==> src/rtl/lsb_pkg.sv <==
package lsb_pkg;

    typedef enum logic [1:0] {
        SZ_BYTE = 2'd0,
        SZ_HALF = 2'd1,
        SZ_WORD = 2'd2
    } size_e;

    typedef enum logic [1:0] {
        ST_IDLE,
        ST_LO,
        ST_HI,
        ST_RESP
    } state_e;

endpackage

==> src/rtl/lsb_plan.sv <==
// Decodes an access into its offset, byte count, word-crossing flag,
// the two word addresses and the lane enables of each beat.
module lsb_plan #(
    parameter  int ADDR_W  = 32,
    parameter  int LANES   = 4,
    localparam int OFF_W   = $clog2(LANES),
    localparam int WADDR_W = ADDR_W - OFF_W
) (
    input  logic               clk,
    input  logic               rst_n,
    input  logic [ADDR_W-1:0]  addr,
    input  logic [1:0]         size,
    output logic [OFF_W-1:0]   off,
    output logic [OFF_W:0]     nbytes,
    output logic               crosses,
    output logic [WADDR_W-1:0] word_lo,
    output logic [WADDR_W-1:0] word_hi,
    output logic [LANES-1:0]   be_lo,
    output logic [LANES-1:0]   be_hi
);
    import lsb_pkg::*;

    logic [2*LANES-1:0] span;

    always_comb begin
        off = addr[OFF_W-1:0];
        unique case (size_e'(size))
            SZ_BYTE: nbytes = (OFF_W+1)'(1);
            SZ_HALF: nbytes = (OFF_W+1)'(2);
            default: nbytes = (OFF_W+1)'(LANES);
        endcase
        span    = ((2*LANES)'(1) << nbytes) - (2*LANES)'(1);
        span    = span << off;
        be_lo   = span[LANES-1:0];
        be_hi   = span[2*LANES-1:LANES];
        crosses = (int'(off) + int'(nbytes)) > LANES;
        word_lo = addr[ADDR_W-1:OFF_W];
        word_hi = word_lo + 1'b1;
    end

    AST_LANE_COUNT: assert property (@(posedge clk) disable iff (!rst_n)
        $countones({be_hi, be_lo}) == int'(nbytes));
    AST_CROSS_LANES: assert property (@(posedge clk) disable iff (!rst_n)
        crosses |-> (be_lo[LANES-1] && be_hi[0]));

endmodule

==> src/rtl/lsb_store_align.sv <==
// Moves right-justified store data into lane position across two beats.
module lsb_store_align #(
    parameter  int LANES  = 4,
    localparam int OFF_W  = $clog2(LANES),
    localparam int DATA_W = 8 * LANES
) (
    input  logic [DATA_W-1:0] wdata,
    input  logic [OFF_W-1:0]  off,
    output logic [DATA_W-1:0] wd_lo,
    output logic [DATA_W-1:0] wd_hi
);
    logic [2*DATA_W-1:0] wide;

    always_comb begin
        wide  = {{DATA_W{1'b0}}, wdata} << (8 * int'(off));
        wd_lo = wide[DATA_W-1:0];
        wd_hi = wide[2*DATA_W-1:DATA_W];
    end

endmodule

==> src/rtl/lsb_load_merge.sv <==
// Joins the lower and upper words of a load and extends the result.
module lsb_load_merge #(
    parameter  int LANES  = 4,
    localparam int OFF_W  = $clog2(LANES),
    localparam int DATA_W = 8 * LANES
) (
    input  logic [DATA_W-1:0] lo_word,
    input  logic [DATA_W-1:0] hi_word,
    input  logic [OFF_W-1:0]  off,
    input  logic              crosses,
    input  logic [OFF_W:0]    nbytes,
    input  logic              sgn,
    output logic [DATA_W-1:0] rdata
);
    logic [DATA_W-1:0] lo_part;
    logic [DATA_W-1:0] hi_part;
    logic [DATA_W-1:0] raw;
    logic              fill;

    always_comb begin
        lo_part = lo_word >> (8 * int'(off));
        hi_part = crosses ? (hi_word << (8 * (LANES - int'(off)))) : '0;
        raw     = lo_part | hi_part;
        fill    = 1'b0;
        for (int k = 0; k < LANES; k++) begin
            if (k == int'(nbytes) - 1) fill = sgn & raw[8*k+7];
        end
        for (int k = 0; k < LANES; k++) begin
            rdata[8*k +: 8] = (k < int'(nbytes)) ? raw[8*k +: 8] : {8{fill}};
        end
    end

endmodule

==> src/rtl/lsb_split_bridge.sv <==
module lsb_split_bridge #(
    parameter  int ADDR_W  = 32,
    parameter  int DATA_W  = 32,
    localparam int LANES   = DATA_W / 8,
    localparam int OFF_W   = $clog2(LANES),
    localparam int WADDR_W = ADDR_W - OFF_W
) (
    input  logic               clk,
    input  logic               rst_n,
    input  logic               req_valid,
    output logic               req_ready,
    input  logic [ADDR_W-1:0]  req_addr,
    input  logic               req_write,
    input  logic [1:0]         req_size,
    input  logic               req_signed,
    input  logic [DATA_W-1:0]  req_wdata,
    input  logic               split_en,
    output logic               rsp_done,
    output logic               rsp_fault,
    output logic [DATA_W-1:0]  rsp_rdata,
    output logic               bus_valid,
    input  logic               bus_ready,
    output logic [WADDR_W-1:0] bus_addr,
    output logic               bus_write,
    output logic [LANES-1:0]   bus_be,
    output logic [DATA_W-1:0]  bus_wdata,
    input  logic [DATA_W-1:0]  bus_rdata
);
    import lsb_pkg::*;

    state_e              state_q, state_d;
    logic [ADDR_W-1:0]   addr_q;
    logic [1:0]          size_q;
    logic                write_q, sgn_q, fault_q;
    logic [DATA_W-1:0]   wdata_q, lo_q, hi_q;

    logic                accept, beat_done;
    logic [ADDR_W-1:0]   plan_addr;
    logic [1:0]          plan_size;
    logic [OFF_W-1:0]    off;
    logic [OFF_W:0]      nbytes;
    logic                crosses;
    logic [WADDR_W-1:0]  word_lo, word_hi;
    logic [LANES-1:0]    be_lo, be_hi;
    logic [DATA_W-1:0]   wd_lo, wd_hi, merged;

    assign accept    = req_valid && (state_q == ST_IDLE);
    assign beat_done = bus_valid && bus_ready;
    assign plan_addr = (state_q == ST_IDLE) ? req_addr : addr_q;
    assign plan_size = (state_q == ST_IDLE) ? req_size : size_q;

    lsb_plan #(.ADDR_W(ADDR_W), .LANES(LANES)) u_plan (
        .clk     (clk),
        .rst_n   (rst_n),
        .addr    (plan_addr),
        .size    (plan_size),
        .off     (off),
        .nbytes  (nbytes),
        .crosses (crosses),
        .word_lo (word_lo),
        .word_hi (word_hi),
        .be_lo   (be_lo),
        .be_hi   (be_hi)
    );

    lsb_store_align #(.LANES(LANES)) u_align (
        .wdata (wdata_q),
        .off   (off),
        .wd_lo (wd_lo),
        .wd_hi (wd_hi)
    );

    lsb_load_merge #(.LANES(LANES)) u_merge (
        .lo_word (lo_q),
        .hi_word (hi_q),
        .off     (off),
        .crosses (crosses),
        .nbytes  (nbytes),
        .sgn     (sgn_q),
        .rdata   (merged)
    );

    // State register
    always_ff @(posedge clk or negedge rst_n) begin
        if (!rst_n) state_q <= ST_IDLE;
        else        state_q <= state_d;
    end

    // Next state
    always_comb begin
        state_d = state_q;
        unique case (state_q)
            ST_IDLE: if (accept) state_d = (crosses && !split_en) ? ST_RESP : ST_LO;
            ST_LO:   if (beat_done) state_d = crosses ? ST_HI : ST_RESP;
            ST_HI:   if (beat_done) state_d = ST_RESP;
            ST_RESP: state_d = ST_IDLE;
            default: state_d = ST_IDLE;
        endcase
    end

    // Request capture and read-word capture
    always_ff @(posedge clk or negedge rst_n) begin
        if (!rst_n) begin
            addr_q  <= '0;
            size_q  <= '0;
            write_q <= 1'b0;
            sgn_q   <= 1'b0;
            fault_q <= 1'b0;
            wdata_q <= '0;
            lo_q    <= '0;
            hi_q    <= '0;
        end else begin
            if (accept) begin
                addr_q  <= req_addr;
                size_q  <= req_size;
                write_q <= req_write;
                sgn_q   <= req_signed;
                wdata_q <= req_wdata;
                fault_q <= crosses && !split_en;
            end
            if (beat_done && !write_q && state_q == ST_LO) lo_q <= bus_rdata;
            if (beat_done && !write_q && state_q == ST_HI) hi_q <= bus_rdata;
        end
    end

    // Outputs
    always_comb begin
        req_ready = 1'b0;
        bus_valid = 1'b0;
        bus_addr  = word_lo;
        bus_be    = be_lo;
        bus_wdata = wd_lo;
        bus_write = 1'b0;
        rsp_done  = 1'b0;
        rsp_fault = 1'b0;
        rsp_rdata = '0;
        unique case (state_q)
            ST_IDLE: req_ready = 1'b1;
            ST_LO: begin
                bus_valid = 1'b1;
                bus_write = write_q;
            end
            ST_HI: begin
                bus_valid = 1'b1;
                bus_write = write_q;
                bus_addr  = word_hi;
                bus_be    = be_hi;
                bus_wdata = wd_hi;
            end
            ST_RESP: begin
                rsp_done  = 1'b1;
                rsp_fault = fault_q;
                if (!write_q && !fault_q) rsp_rdata = merged;
            end
            default: ;
        endcase
    end

    AST_IDLE_QUIET: assert property (@(posedge clk) disable iff (!rst_n)
        req_ready |-> (!bus_valid && !rsp_done));
    AST_BEAT_HOLD: assert property (@(posedge clk) disable iff (!rst_n)
        (bus_valid && !bus_ready) |=> (bus_valid && $stable(bus_addr) && $stable(bus_be)
                                       && $stable(bus_wdata) && $stable(bus_write)));
    AST_DONE_PULSE: assert property (@(posedge clk) disable iff (!rst_n)
        rsp_done |=> !rsp_done);
    AST_FAULT_SILENT: assert property (@(posedge clk) disable iff (!rst_n)
        rsp_fault |-> $past(req_valid && req_ready));
    AST_HI_NEXT_WORD: assert property (@(posedge clk) disable iff (!rst_n)
        (beat_done && state_q == ST_LO && crosses)
            |=> (bus_valid && bus_addr == WADDR_W'($past(bus_addr) + 1'b1)));
    AST_LANES_ENABLED: assert property (@(posedge clk) disable iff (!rst_n)
        bus_valid |-> (|bus_be));

endmodule

==> config.mk <==
export PLATFORM = sky130hd
export DESIGN_NAME = lsb_split_bridge
export DESIGN_NICKNAME = d
export VERILOG_FILES = /design/src/rtl/lsb_pkg.sv /design/src/rtl/lsb_plan.sv /design/src/rtl/lsb_store_align.sv /design/src/rtl/lsb_load_merge.sv /design/src/rtl/lsb_split_bridge.sv
export SDC_FILE = /design/constraint.sdc
export NUM_CORES = 1
export LEC_CHECK = 0
export ABC_AREA = 1
export BUFFER_PORTS_ARGS = -buffer_cell sky130_fd_sc_hd__buf_2
export CORE_ASPECT_RATIO = 0.6
export CORE_MARGIN = 3
export CORE_UTILIZATION = 35
export CTS_BUF_LIST = sky130_fd_sc_hd__clkbuf_16
export DETAILED_ROUTE_END_ITERATION = 8
export GPL_TIMING_DRIVEN = 0
export PLACE_DENSITY = 0.65
export SETUP_SLACK_MARGIN = 0.3
export SYNTH_ARGS = -nofsm -noshare
export SYNTH_HDL_FRONTEND = slang
export SYNTH_HIERARCHICAL = 1
export SYNTH_SLANG_ARGS = --single-unit
==> constraint.sdc <==
create_clock -name clk -period 4.9 [get_ports clk]
set_clock_uncertainty 0.1 [all_clocks]
set_input_delay 0.98 -clock clk [delete_from_list [all_inputs] [get_ports clk]]
set_output_delay 0.98 -clock clk [all_outputs]
set_load 0.1 [all_outputs]
-- After elaboration in Yosys (flattened, before gate mapping)
Index checks and enable logic that the tools add are counted.
- register bits after elaboration: 135
- input bits: 105
- logic and storage cells: 82
- output and inout bits: 103
- reductions and logical operators: 15
- muxes and demuxes: 28
- bitwise gates (word level): 5
- shifts and indexed selects: 5
- add/subtract/negate cells: 5
- magnitude comparators: 5
- equality and inequality tests: 10
- operators with widths (cell ; number):
    $mux W32 ; 5
    $eq A3 B32 Y1 const A ; 2
    $shl A32 B5 Y64 ; 1
    $eq A2 B32 Y1 const A ; 1
    $gt A32 B4 Y1 const B ; 1
    $logic_not A32 Y1 ; 1
    $mux W8 ; 4
    $or A32 B32 Y32 ; 1
    $shl A32 B32 Y32 ; 1
    $shr A32 B5 Y32 ; 1
    $add A30 B1 Y30 const B ; 1
    $mux W30 ; 1
    $mux W1 ; 10
    $mux W2 ; 5
    $pmux W2 S4 ; 1
    $shl A1 B3 Y8 const A ; 1
    $shl A8 B2 Y8 ; 1
    $sub A8 B2 Y8 const B ; 1
    $logic_and A1 B1 Y1 ; 7
    $lt A1 B3 Y1 const A ; 2
    $lt A2 B3 Y1 const A ; 2
    $ne A2 B2 Y1 const B ; 3
    $pmux W3 S2 ; 1
    $add A2 B3 Y4 ; 1
    other kinds (10) ; 18

-- Logic depth before layout (Yosys ltp)
Gate-level depths: netlist of the first run.
- depth after elaboration: 16
- mapped depth: 27
- depth with buffers taken out: 26

-- Modules after synthesis
The synthesis of the first run kept the hierarchy.
- by module, submodules not included (module ; cells each ; seq. area each (µm²) ; times used ; area each (µm²)):
    lsb_split_bridge ; 926 ; 3378.2 ; 1 ; 6815.3
    lsb_load_merge ; 331 ; 0.0 ; 1 ; 1734.2
    lsb_plan ; 266 ; 0.0 ; 1 ; 1345.0
    lsb_store_align ; 229 ; 0.0 ; 1 ; 1132.3

-- Least setup slack after synthesis of the first run
OpenSTA, ideal clock, no wires.
- path kind: register -> output
- start: reg state_q[0]
- end: out rsp_rdata[16]
- stages on the path, launching flop included: 25
- path slack: -1581 ps
- data arrival time: 5401 ps
- required time: 3820 ps
- path buffers: 1
- cell sequence: dfrtp_1 > inv_1 > ha_1 > inv_2 > clkbuf_1 > o21ai_0 > inv_1 > nor2_1 > nand2_1 > inv_1 > nor2_1 > ha_1 > or2_2 > nand2_1 > o21ai_0 > nand2_1 > nor2_4 > nand2_1 > nand4_2 > nand2_4 > nor2_8 > nand3_4 > nand2_2 > inv_1 > nor2_1
- longest elaborated chain between the ends: 16
- elaborated cells on any way between the ends: 31
- classes of those cells: add/sub (3); order compare (2); eq/ne (5); shift (2); mux (11); bitwise (5); reduce/logical (3)
- ends and longest elaborated chain (item ; line ; text):
    from (decl) ; lsb_split_bridge.sv:31 ; state_e state_q, state_d;
    from (signal assigned) ; lsb_split_bridge.sv:86 ; else state_q <= state_d;
    $logic_not A2 Y1 (*) ; lsb_split_bridge.sv:50 ; assign plan_size = (state_q == ST_IDLE) ? req_size : size_q;
    $mux W2 (*) ; lsb_split_bridge.sv:50 ;
    net plan_size[0] ; lsb_split_bridge.sv:39 ; logic [1:0] plan_size;
    $eq A2 B1 Y1 or $logic_not A2 Y1 (tied branches) ; lsb_plan.sv:27 ; unique case (size_e'(size))
    $pmux W3 S2 (*) ; lsb_plan.sv:27 ;
    net nbytes[1] ; lsb_split_bridge.sv:41 ; logic [OFF_W:0] nbytes;
    $add A2 B3 Y4 (*) ; lsb_plan.sv:36 ; crosses = (int'(off) + int'(nbytes)) > LANES;
    $gt A32 B4 Y1 (*) ; lsb_plan.sv:36 ;
    net crosses ; lsb_split_bridge.sv:42 ; logic crosses;
    $mux W32 (*) ; lsb_load_merge.sv:22 ; hi_part = crosses ? (hi_word << (8 * (LANES - int'(off)))) : '0;
    $or A32 B32 Y32 (*) ; lsb_load_merge.sv:23 ; raw = lo_part | hi_part;
    $and A1 B1 Y1 ; lsb_load_merge.sv:26 ; if (k == int'(nbytes) - 1) fill = sgn & raw[8*k+7];
    $mux W1 (4 in a row) ; lsb_load_merge.sv:26 ;
    $mux W8 (*) ; lsb_load_merge.sv:29 ; rdata[8*k +: 8] = (k < int'(nbytes)) ? raw[8*k +: 8] : {8{fill}};
    net merged[16] ; lsb_split_bridge.sv:45 ; logic [DATA_W-1:0] wd_lo, wd_hi, merged;
    $mux W32 (*) ; lsb_split_bridge.sv:153 ; if (!write_q && !fault_q) rsp_rdata = merged;
    $mux W32 (*) ; lsb_split_bridge.sv:137 ; unique case (state_q)
    to (decl) ; lsb_split_bridge.sv:20 ; output logic [DATA_W-1:0] rsp_rdata,
The timed path passes the listed nets; every way through them passes the cells marked *.

-- Worst setup path in the final report of the first run
- start: reg state_q[0]
- end: out rsp_rdata[22]
The elaborated chain is that of the path after synthesis.

==> results.yml, run 1 <==
global_routing:
  overflow: 0
  grt_max_degree: 81
  grt_antenna_before_repair: 2
  grt_pass1_vias: 11574
  grt_use_total: 0.255
  grt_first_pass_wirelength_microns: 66500
timing:
  min_period_over_period: 1.01
  maxSlewViolCount: 0
  fin_ws_ns: -0.0648
  setup_viol: 19
  hold_viol: 0
  period_needed_ns: 4.96
  worst_pin_slew_ns: 0.777
  rsz0062_at_grt: "yes"
  final.setup.tns_ns: -0.581
  slew_headroom: 0.476
  max_freq_mhz: 201
run_status:
  run_status: "finished, violations left"
  violations: "negative setup slack"
worst_setup_path:
  r2r_slack_ns: 2.08
  worstPathArrival_ns: 3.88
  crit-reg2reg-launch: "state_q[0]"
  crit_path_end_kind: "primary output"
  crit_required_ns: 3.82
  cp_max_fo: 8
  crit_end: "rsp_rdata[22]"
  crit_type: "reg2out"
  cp-startpoint: "state_q[0]"
  cp-start-kind: "register"
  r2r_end: "state_q[1]"
  r2r_cells: 22
logic_synthesis:
  synthXorXnorAreaFrac: 0.0119
  synthMuxAreaShare: 0.000908
  avgSynthCellArea_sq_um: 6.29
  syn_inst: 1752
  synth_ff_type: "dfrtp_1"
  synth_common_cells: "nand2_1 (726), inv_1 (204), dfrtp_1 (135), nor2_1 (120), o21ai_0 (112)"
  synth_warnings: 6
  synth_area_leader_cell: "dfrtp_1"
  yosys.area_share.simple: 0.394
  yosys.area_share.adder: 0.0125
  synth_edf_count: 0
  ys_seq_elements: 135
  synth_cell_types: 47
  yosysMostFrequentCell: "nand2_1"
  synth_top_family_by_area: "simple AND/OR/NAND/NOR gates"
  seq_area_frac_synth: 0.306
  synth-compound-area-share: 0.119
  synthesis.area_sq_um: 11000
  synthTopCellsByArea: "dfrtp_1 (31%), nand2_1 (25%), inv_1 (6.9%)"
  async_reset_ff_frac: 1.00
  yosysTopAreaCellShare: 0.306
placement:
  port-buffer-count: 207
  gp_congestion: 0.987
  postPlaceCellArea_sq_um: 13000
  hpwl_microns: 32800
cts:
  clock_path_buffers: 2
  cts_buffers: 17
  clock_latency_ns: 0.44
  htreeDepth: 4
  cts.clk_slew.worst_paths_ns: 0.07
  cts_tree: "yes"
  cts-root-buf: "clkbuf_16"
  clock-sinks: 135
die:
  start_util: 0.362
  die_h_microns: 143
  die_w_microns: 235
  core-area_sq_um: 30500
  rows: 49
  io_pins: 208
  die_area_sq_um: 33700
final_layout:
  drive_gt1_frac: 0.322
  fillers: 3098
  fin_nets: 2141
  ff_latch_area_sq_um: 3380
  final_area_sq_um: 14800
  area_delta_synth_final_pct: 34.3
  multi_input_area_sq_um: 6540
detailed_routing:
  dr_total_vias: 12347
  totalWireLength_microns: 43500
  wl_per_cell_microns: 17.8
  ant_nets: 0
  drt_iter0_markers: 1241
  dr.pass1.iters: 5
  vias_per_cell: 5.05
  drc: 0
min_path:
  hp-class: "reg2reg"
job:
  cap_violations: 0
-- layout by cell type (no fill, tap or decap), types with 60 or more instances in the layout --
cell     instances
buf_4           86
inv_1          159
nand3_1         78
nand2_2         65
dfrtp_1        135
buf_2          205
o21ai_1         60
nand2_1        695
nor2_1          84
o21ai_0         83
-- routing by layer --
layer / up-vias / wire [microns] / GRT usage / share of wire
met2: 568 / 17500 / 0.358 / 0.40
met1: 5808 / 20600 / 0.377 / 0.48
met5: - / 13 / 0 / 0.00030
met4: 2 / 845 / 0.0672 / 0.019
met3: 63 / 4460 / 0.0759 / 0.10
li1: 5906 / - / - / -
-- final cells by class --
cell class                 count  area share
clock buffer                  17      0.0287
buffer                       130      0.0691
multi-input combinational   1279       0.442
timing repair buffer         247       0.128
sequential                   135       0.228
clock inverter                15      0.0134
antenna                        1    0.000169
tap                          408      0.0345
inverter                     215      0.0564
-- cell families (layout without fill, tap and decap cells) --
kind of cell,Yosys count,after routing
adders and majority gates,11,11
buffers and inverters,345,624
DFF,135,135
and+or+nand+nor,1024,1024
xor gates and xnor gates,15,15
AOI/OAI and AO/OA,220,220
other,1,9
muxes,1,1
-- per-stage QoR --
step | hold WS, ns | util | setup slack (ns) | cells
global route | 0.403 | 0.486 | -0.217 | 2447
global placement | 0.365 | 0.426 | -0.558 | 2374
finish | 0.381 | 0.486 | -0.0648 | 2447
detailed placement | 0.366 | 0.427 | -0.570 | 2375
CTS | 0.385 | 0.479 | 0.00758 | 2438
floorplan | 0.349 | - | 0.148 | 1759
-- how the worst min path moves through the flow --
stage / end / slack [ns] / cells past startpoint / start
global placement: wdata_q[22] / 0.37 / 2 / wdata_q[22]
detailed placement: wdata_q[13] / 0.37 / 2 / wdata_q[13]
global route: wdata_q[16] / 0.40 / 2 / wdata_q[16]
floorplan: sgn_q / 0.35 / 2 / sgn_q
CTS: wdata_q[13] / 0.38 / 2 / wdata_q[13]
finish: wdata_q[13] / 0.38 / 2 / wdata_q[13]
-- critical path: stages, from the launching register on --
cell and delay, ns:
dfrtp_1 0.40, inv_2 0.08, ha_4 0.17, inv_8 0.05, clkbuf_16 0.15, o21ai_4 0.19, inv_2 0.06, nor2_4 0.14
nand2_2 0.08, inv_2 0.07, nor2_4 0.04, ha_4 0.24, or2_4 0.11, nand2_4 0.05, o21ai_4 0.17, nand2_2 0.09
nor2_4 0.22, nand2_2 0.12, nand4_4 0.09, nand2_4 0.07, nor2_8 0.13, nand3_4 0.18, nand2_2 0.13, inv_2 0.05
nor2_4 0.12, buf_12 0.19
-- state kept, by name, summed over array words and instances, names as in the netlist --
signal   cells
hi_q        32
write_q      1
sgn_q        1
fault_q      1
wdata_q     32
addr_q      32
size_q       2
state_q      2
lo_q        32
-- repair_timing --
| item | CTS | global route |
|---|---|---|
| hold buffers | 0 | 0 |
| setup endpoints to repair | 38 | 56 |
| resized for setup | 207 | 83 |
| gates cloned | 0 | 0 |
| pin swaps | 31 | 23 |
| buffers inserted | 31 | 8 |
Power of run 1 is not shown: default switching activity piles up to over one toggle a cycle in this logic, so the estimate is an artifact.
==> run 2, diff against run 1 <==
--- a/config.mk
+++ b/config.mk
@@ -5,7 +5,6 @@
 export SDC_FILE = /design/constraint.sdc
 export NUM_CORES = 1
 export LEC_CHECK = 0
-export ABC_AREA = 1
 export BUFFER_PORTS_ARGS = -buffer_cell sky130_fd_sc_hd__buf_2
 export CORE_ASPECT_RATIO = 0.6
 export CORE_MARGIN = 3
==> run 2 against run 1 <==
Effect of this change: highest routed layer unchanged; die area down 7.0%; worst setup slack worse by 0.62 ns; utilization down 1.5 points; global-route usage down 5.2 points; critical endpoint is now rsp_rdata[26]; via count down 34%; critical path type unchanged; the run still ends with negative setup slack left.
==> results.yml, run 2 <==
detailed_routing:
  dr_total_vias: 8126
  wl_per_cell_microns: 20.8
  dr.pass1.iters: 5
  ant_nets: 0
  drt_iter0_markers: 552
  drc: 0
  totalWireLength_microns: 32300
  vias_per_cell: 5.25
cts:
  ctsHoldBuffers: 0
  clock-sinks: 135
  clock_path_buffers: 2
  cts_tree: "yes"
  cts-root-buf: "clkbuf_16"
  clock_latency_ns: 0.44
  htreeDepth: 4
  cts_buffers: 17
  cts.clk_slew.worst_paths_ns: 0.06
global_routing:
  grt_antenna_before_repair: 8
  grt_use_total: 0.203
  overflow: 0
  grt_pass1_vias: 8166
  grt_max_degree: 83
  grt_first_pass_wirelength_microns: 48900
timing:
  hold_viol: 0
  max_freq_mhz: 179
  min_period_over_period: 1.14
  worst_pin_slew_ns: 0.989
  rsz0062_at_grt: "yes"
  setup_viol: 31
  slew_headroom: 0.340
  fin_ws_ns: -0.686
  period_needed_ns: 5.59
  maxSlewViolCount: 0
final_layout:
  fillers: 2597
  multi_input_area_sq_um: 6370
  drive_gt1_frac: 0.563
  final_common_cell: "mux2_2"
  fin_util: 0.471
  fin_nets: 1283
  ff_latch_area_sq_um: 3380
  layout_common_cells: "mux2_2 (182), buf_2 (178), dfrtp_1 (135)"
  area_delta_synth_final_pct: 29.7
logic_synthesis:
  synthTopCellsByArea: "dfrtp_1 (33%), mux2_2 (20%), mux2_4 (8.8%)"
  synth_ff_type: "dfrtp_1"
  synth_cell_types: 69
  syn_inst: 912
  yosysTopAreaCellShare: 0.330
  synth_edf_count: 0
  synth_area_leader_cell: "dfrtp_1"
  avgSynthCellArea_sq_um: 11.2
  synthesis.area_sq_um: 10200
  async_reset_ff_frac: 1.00
  synth_common_cells: "mux2_2 (185), dfrtp_1 (135), mux2i_1 (79), mux2_4 (60), nor2_1 (53)"
  seq_area_frac_synth: 0.330
  yosysMostFrequentCell: "mux2_2"
  synth_warnings: 6
  ys_seq_elements: 135
die:
  start_util: 0.363
  rows: 47
  die_h_microns: 138
  die_w_microns: 227
  core-area_sq_um: 28200
  io_pins: 208
  die_area_sq_um: 31400
worst_setup_path:
  crit_required_ns: 3.82
  crit_type: "reg2out"
  r2r_end: "state_q[0]"
  cp-start-kind: "register"
  crit_path_end_kind: "primary output"
  slowest_stage: "or3b_4"
  path_common_cell: "buf_12"
  crit_family: "compound AO/OA/AOI/OAI gates"
  path_cells: "inv_2, ha_4, buf_12, buf_12, mux2_4, nor2b_4, buf_6, xnor2_2, ha_1, nor2_4, o211ai_1, o2bb2ai_4, or3b_4, o22a_4, a31oi_4, a41oi_4, a21oi_2, and2_4, buf_12"
  path_buf_inv: 5
  r2r_cells: 17
  critPathMaxStageDelay_ns: 0.42
  r2r_slack_ns: 1.64
  crit-reg2reg-launch: "state_q[0]"
  cp_max_fo: 7
  worstPathArrival_ns: 4.51
job:
  cap_violations: 0
placement:
  gp_congestion: 0.897
  port-buffer-count: 207
  hpwl_microns: 23600
run_status:
  violations: "negative setup slack"
  run_status: "finished, violations left"
min_path:
  hp-class: "in2async"
[run 2: cells by family (layout without fill, tap and decap cells)]
| group | after synthesis | after routing | synth area share |
|---|---|---|---|
| AOI/OAI and AO/OA | 108 | 108 | 0.0825 |
| xor gates and xnor gates | 29 | 29 | 0.0248 |
| muxes | 324 | 324 | 0.369 |
| DFF | 135 | 135 | 0.330 |
| other | 1 | 10 | 0.000366 |
| buffers and inverters | 113 | 374 | 0.0731 |
| adders and majority gates | 11 | 11 | 0.0134 |
| and+or+nand+nor | 191 | 191 | 0.107 |
[run 2: worst max path at each step]
stage                      startpoint             to  slack (ns)  depth (start not counted)
after floorplan            state_q[0]  rsp_rdata[26]       -0.21                         18
after global routing       state_q[1]  rsp_rdata[11]       -0.84                         20
after global placement    req_size[1]  rsp_rdata[29]       -0.92                         15
after detailed placement  req_size[1]  rsp_rdata[29]       -0.97                         15
after CTS                  state_q[0]  rsp_rdata[26]       -0.69                         19
final                      state_q[0]  rsp_rdata[26]       -0.69                         19
[run 2: final cells by class]
| class | instances | share of cell area |
|---|---|---|
| clock inverters | 15 | 0.0130 |
| well taps | 367 | 0.0346 |
| flip-flops and latches | 135 | 0.255 |
| repair buffers | 229 | 0.125 |
| inverters | 15 | 0.00471 |
| diodes | 2 | 0.000377 |
| clock buffers | 17 | 0.0321 |
| plain buffers | 98 | 0.0557 |
| multi-input cells | 671 | 0.480 |
[run 2: worst register-to-register path, delay by kind of cell (launching register included)]
family	cells	cell delay, ns
and+or+nand+nor	3	0.21
xor gates and xnor gates	1	0.12
buffers and inverters	6	0.68
AOI/OAI and AO/OA	4	0.90
muxes	1	0.29
adders and majority gates	2	0.48
DFF	1	0.37
[run 2: timing repair]
action                                  in CTS  in global routing
gates resized for setup                    133                 31
buffers inserted                            16                  5
endpoints found under the setup margin      53                 54
pin swaps                                   13                 11
[run 2: per-layer routing]
layer | part of all wire | wire length (microns) | vias up | GRT usage
li1 | - | - | 3785 | -
met1 | 0.49 | 15900 | 4008 | 0.304
met2 | 0.42 | 13600 | 276 | 0.286
met3 | 0.068 | 2190 | 45 | 0.0521
met4 | 0.015 | 492 | 12 | 0.0574
met5 | 0.0018 | 59 | - | 0
[run 2: through the flow]
step / hold slack, ns / instance area (sq um) / setup WS [ns] / setup TNS (ns) / std cells
after floorplan: 0.365 / 10400 / -0.214 / -4.60 / 919
after global placement: 0.383 / 11900 / -0.918 / -23.25 / 1493
after detailed placement: 0.389 / 11900 / -0.967 / -24.86 / 1494
after CTS: 0.404 / 13100 / -0.693 / -17.42 / 1542
after global routing: 0.420 / 13300 / -0.835 / -22.48 / 1549
final: 0.396 / 13300 / -0.686 / -17.26 / 1549
Power of run 2 is left out for the same reason.
==> run 3, diff against run 2 <==
--- a/config.mk
+++ b/config.mk
@@ -13,7 +13,7 @@
 export DETAILED_ROUTE_END_ITERATION = 8
 export GPL_TIMING_DRIVEN = 0
 export PLACE_DENSITY = 0.65
-export SETUP_SLACK_MARGIN = 0.3
+export SETUP_SLACK_MARGIN = 0.5
 export SYNTH_ARGS = -nofsm -noshare
 export SYNTH_HDL_FRONTEND = slang
 export SYNTH_HIERARCHICAL = 1
==> run 3 against run 2 <==
Effect of this change: the flow still finishes with violations (negative setup slack); count of clock-buffer cells in the layout is the same; die area unchanged; worst hold slack worse by 0.0027 ns.
==> results.yml, run 3 (synthesis gave the netlist of run 2 again) <==
run_status:
  run_status: "finished, violations left"
  violations: "negative setup slack"
global_routing:
  overflow: 0
  grt_antenna_before_repair: 9
  grt_use_total: 0.210
  grt_first_pass_wirelength_microns: 50600
  grt_pass1_vias: 8662
  grt_max_degree: 82
timing:
  worst_pin_slew_ns: 0.922
  max_freq_mhz: 181
  period_needed_ns: 5.53
  slew_headroom: 0.384
  hold_viol: 0
  maxSlewViolCount: 0
  setup_viol: 31
  final.setup.tns_ns: -15.63
  fin_ws_ns: -0.629
  min_period_over_period: 1.13
  rsz0062_at_grt: "yes"
placement:
  gp_congestion: 0.905
  pre_cts_ws_ns: -0.980
  port-buffer-count: 207
  postPlaceCellArea_sq_um: 11900
  hpwl_microns: 24000
worst_setup_path:
  path_cells: "inv_2, ha_4, buf_12, buf_12, mux2_4, nor2b_4, buf_6, xnor2_4, ha_4, nor2_2, o211ai_1, o2bb2ai_2, or3b_4, buf_4, o22ai_1, a211o_2, a41oi_4, nor2_1, and2_4, buf_12"
  crit_required_ns: 3.82
  cp_max_fo: 7
  crit_type: "reg2out"
  critPathMaxStageDelay_ns: 0.44
  worstPathArrival_ns: 4.45
  slowest_stage: "or3b_4"
  cp-start-kind: "register"
  crit_path_end_kind: "primary output"
  r2r_slack_ns: 1.76
  path_common_cell: "buf_12"
detailed_routing:
  wl_per_cell_microns: 21.3
  dr.pass1.iters: 5
  drt_iter0_markers: 630
  ant_nets: 0
  drc: 0
  totalWireLength_microns: 33300
  dr_total_vias: 8362
  vias_per_cell: 5.35
cts:
  htreeDepth: 4
  cts.clk_slew.worst_paths_ns: 0.06
  clock-sinks: 135
  cts-root-buf: "clkbuf_16"
  cts_tree: "yes"
  clock_latency_ns: 0.43
  cts_buffers: 17
  clock_path_buffers: 2
  ctsHoldBuffers: 0
min_path:
  hp-class: "in2async"
final_layout:
  fin_util: 0.490
  fillers: 2533
  layout_common_cells: "mux2_2 (171), buf_2 (167), dfrtp_1 (135)"
  fin_nets: 1297
  area_delta_synth_final_pct: 34.9
  final_common_cell: "mux2_2"
  final_area_sq_um: 13800
  drive_gt1_frac: 0.596
die:
  start_util: 0.363
  die_w_microns: 227
  io_pins: 208
  core-area_sq_um: 28200
  die_area_sq_um: 31400
  rows: 47
  die_h_microns: 138
job:
  cap_violations: 0
-- run 3: final cells by class --
cell class / count / area (sq um) / area share
multi-input cells: 671 / 6570 / 0.476
flip-flops and latches: 135 / 3380 / 0.245
repair buffers: 243 / 1970 / 0.142
plain buffers: 98 / 771 / 0.0558
well taps: 367 / 459 / 0.0333
clock buffers: 17 / 425 / 0.0308
clock inverters: 15 / 164 / 0.0119
inverters: 15 / 62.6 / 0.00453
diodes: 2 / 5.00 / 0.000363
-- run 3: final timing paths --
path,from,endpoint,cells after the start
setup / recovery,state_q[1],rsp_rdata[27],20
hold / removal,rst_n,addr_q[19],1
setup reg to reg,state_q[1],state_q[0],16
hold reg to reg,addr_q[20],addr_q[20],1
max in group asynchronous,rst_n,hi_q[22],2
min in group clk,addr_q[20],addr_q[20],1
-- run 3: per-layer routing --
| layer | up-vias | wire length [microns] | share of wire | global-route usage |
|---|---|---|---|---|
| li1 | 3818 | - | - | - |
| met1 | 4164 | 16100 | 0.48 | 0.305 |
| met2 | 308 | 14300 | 0.43 | 0.304 |
| met3 | 58 | 2300 | 0.069 | 0.0589 |
| met4 | 14 | 551 | 0.017 | 0.0571 |
| met5 | - | 93 | 0.0028 | 0 |
-- run 3: repair_timing --
| action | CTS | global route |
|---|---|---|
| endpoints found under the setup margin | 58 | 57 |
| pin swaps | 20 | 23 |
| setup buffers | 24 | 10 |
| resized for setup | 187 | 90 |
| gates cloned | 0 | 1 |
-- run 3: metrics by stage --
stage | cells | hold WS, ns
after floorplan | 919 | 0.365
after global placement | 1493 | 0.384
after detailed placement | 1494 | 0.391
after CTS | 1550 | 0.407
after global routing | 1563 | 0.417
final | 1563 | 0.393
-- run 3: worst max-delay path, delay by kind of cell (launching register included) --
| family | cells | cell delay, ns |
|---|---|---|
| adders and majority gates | 2 | 0.44 |
| xor gates and xnor gates | 1 | 0.12 |
| AOI/OAI and AO/OA | 5 | 1.05 |
| and+or+nand+nor | 5 | 0.96 |
| DFF | 1 | 0.38 |
| buffers and inverters | 6 | 0.76 |
| muxes | 1 | 0.30 |
Power of run 3 is left out for the same reason.
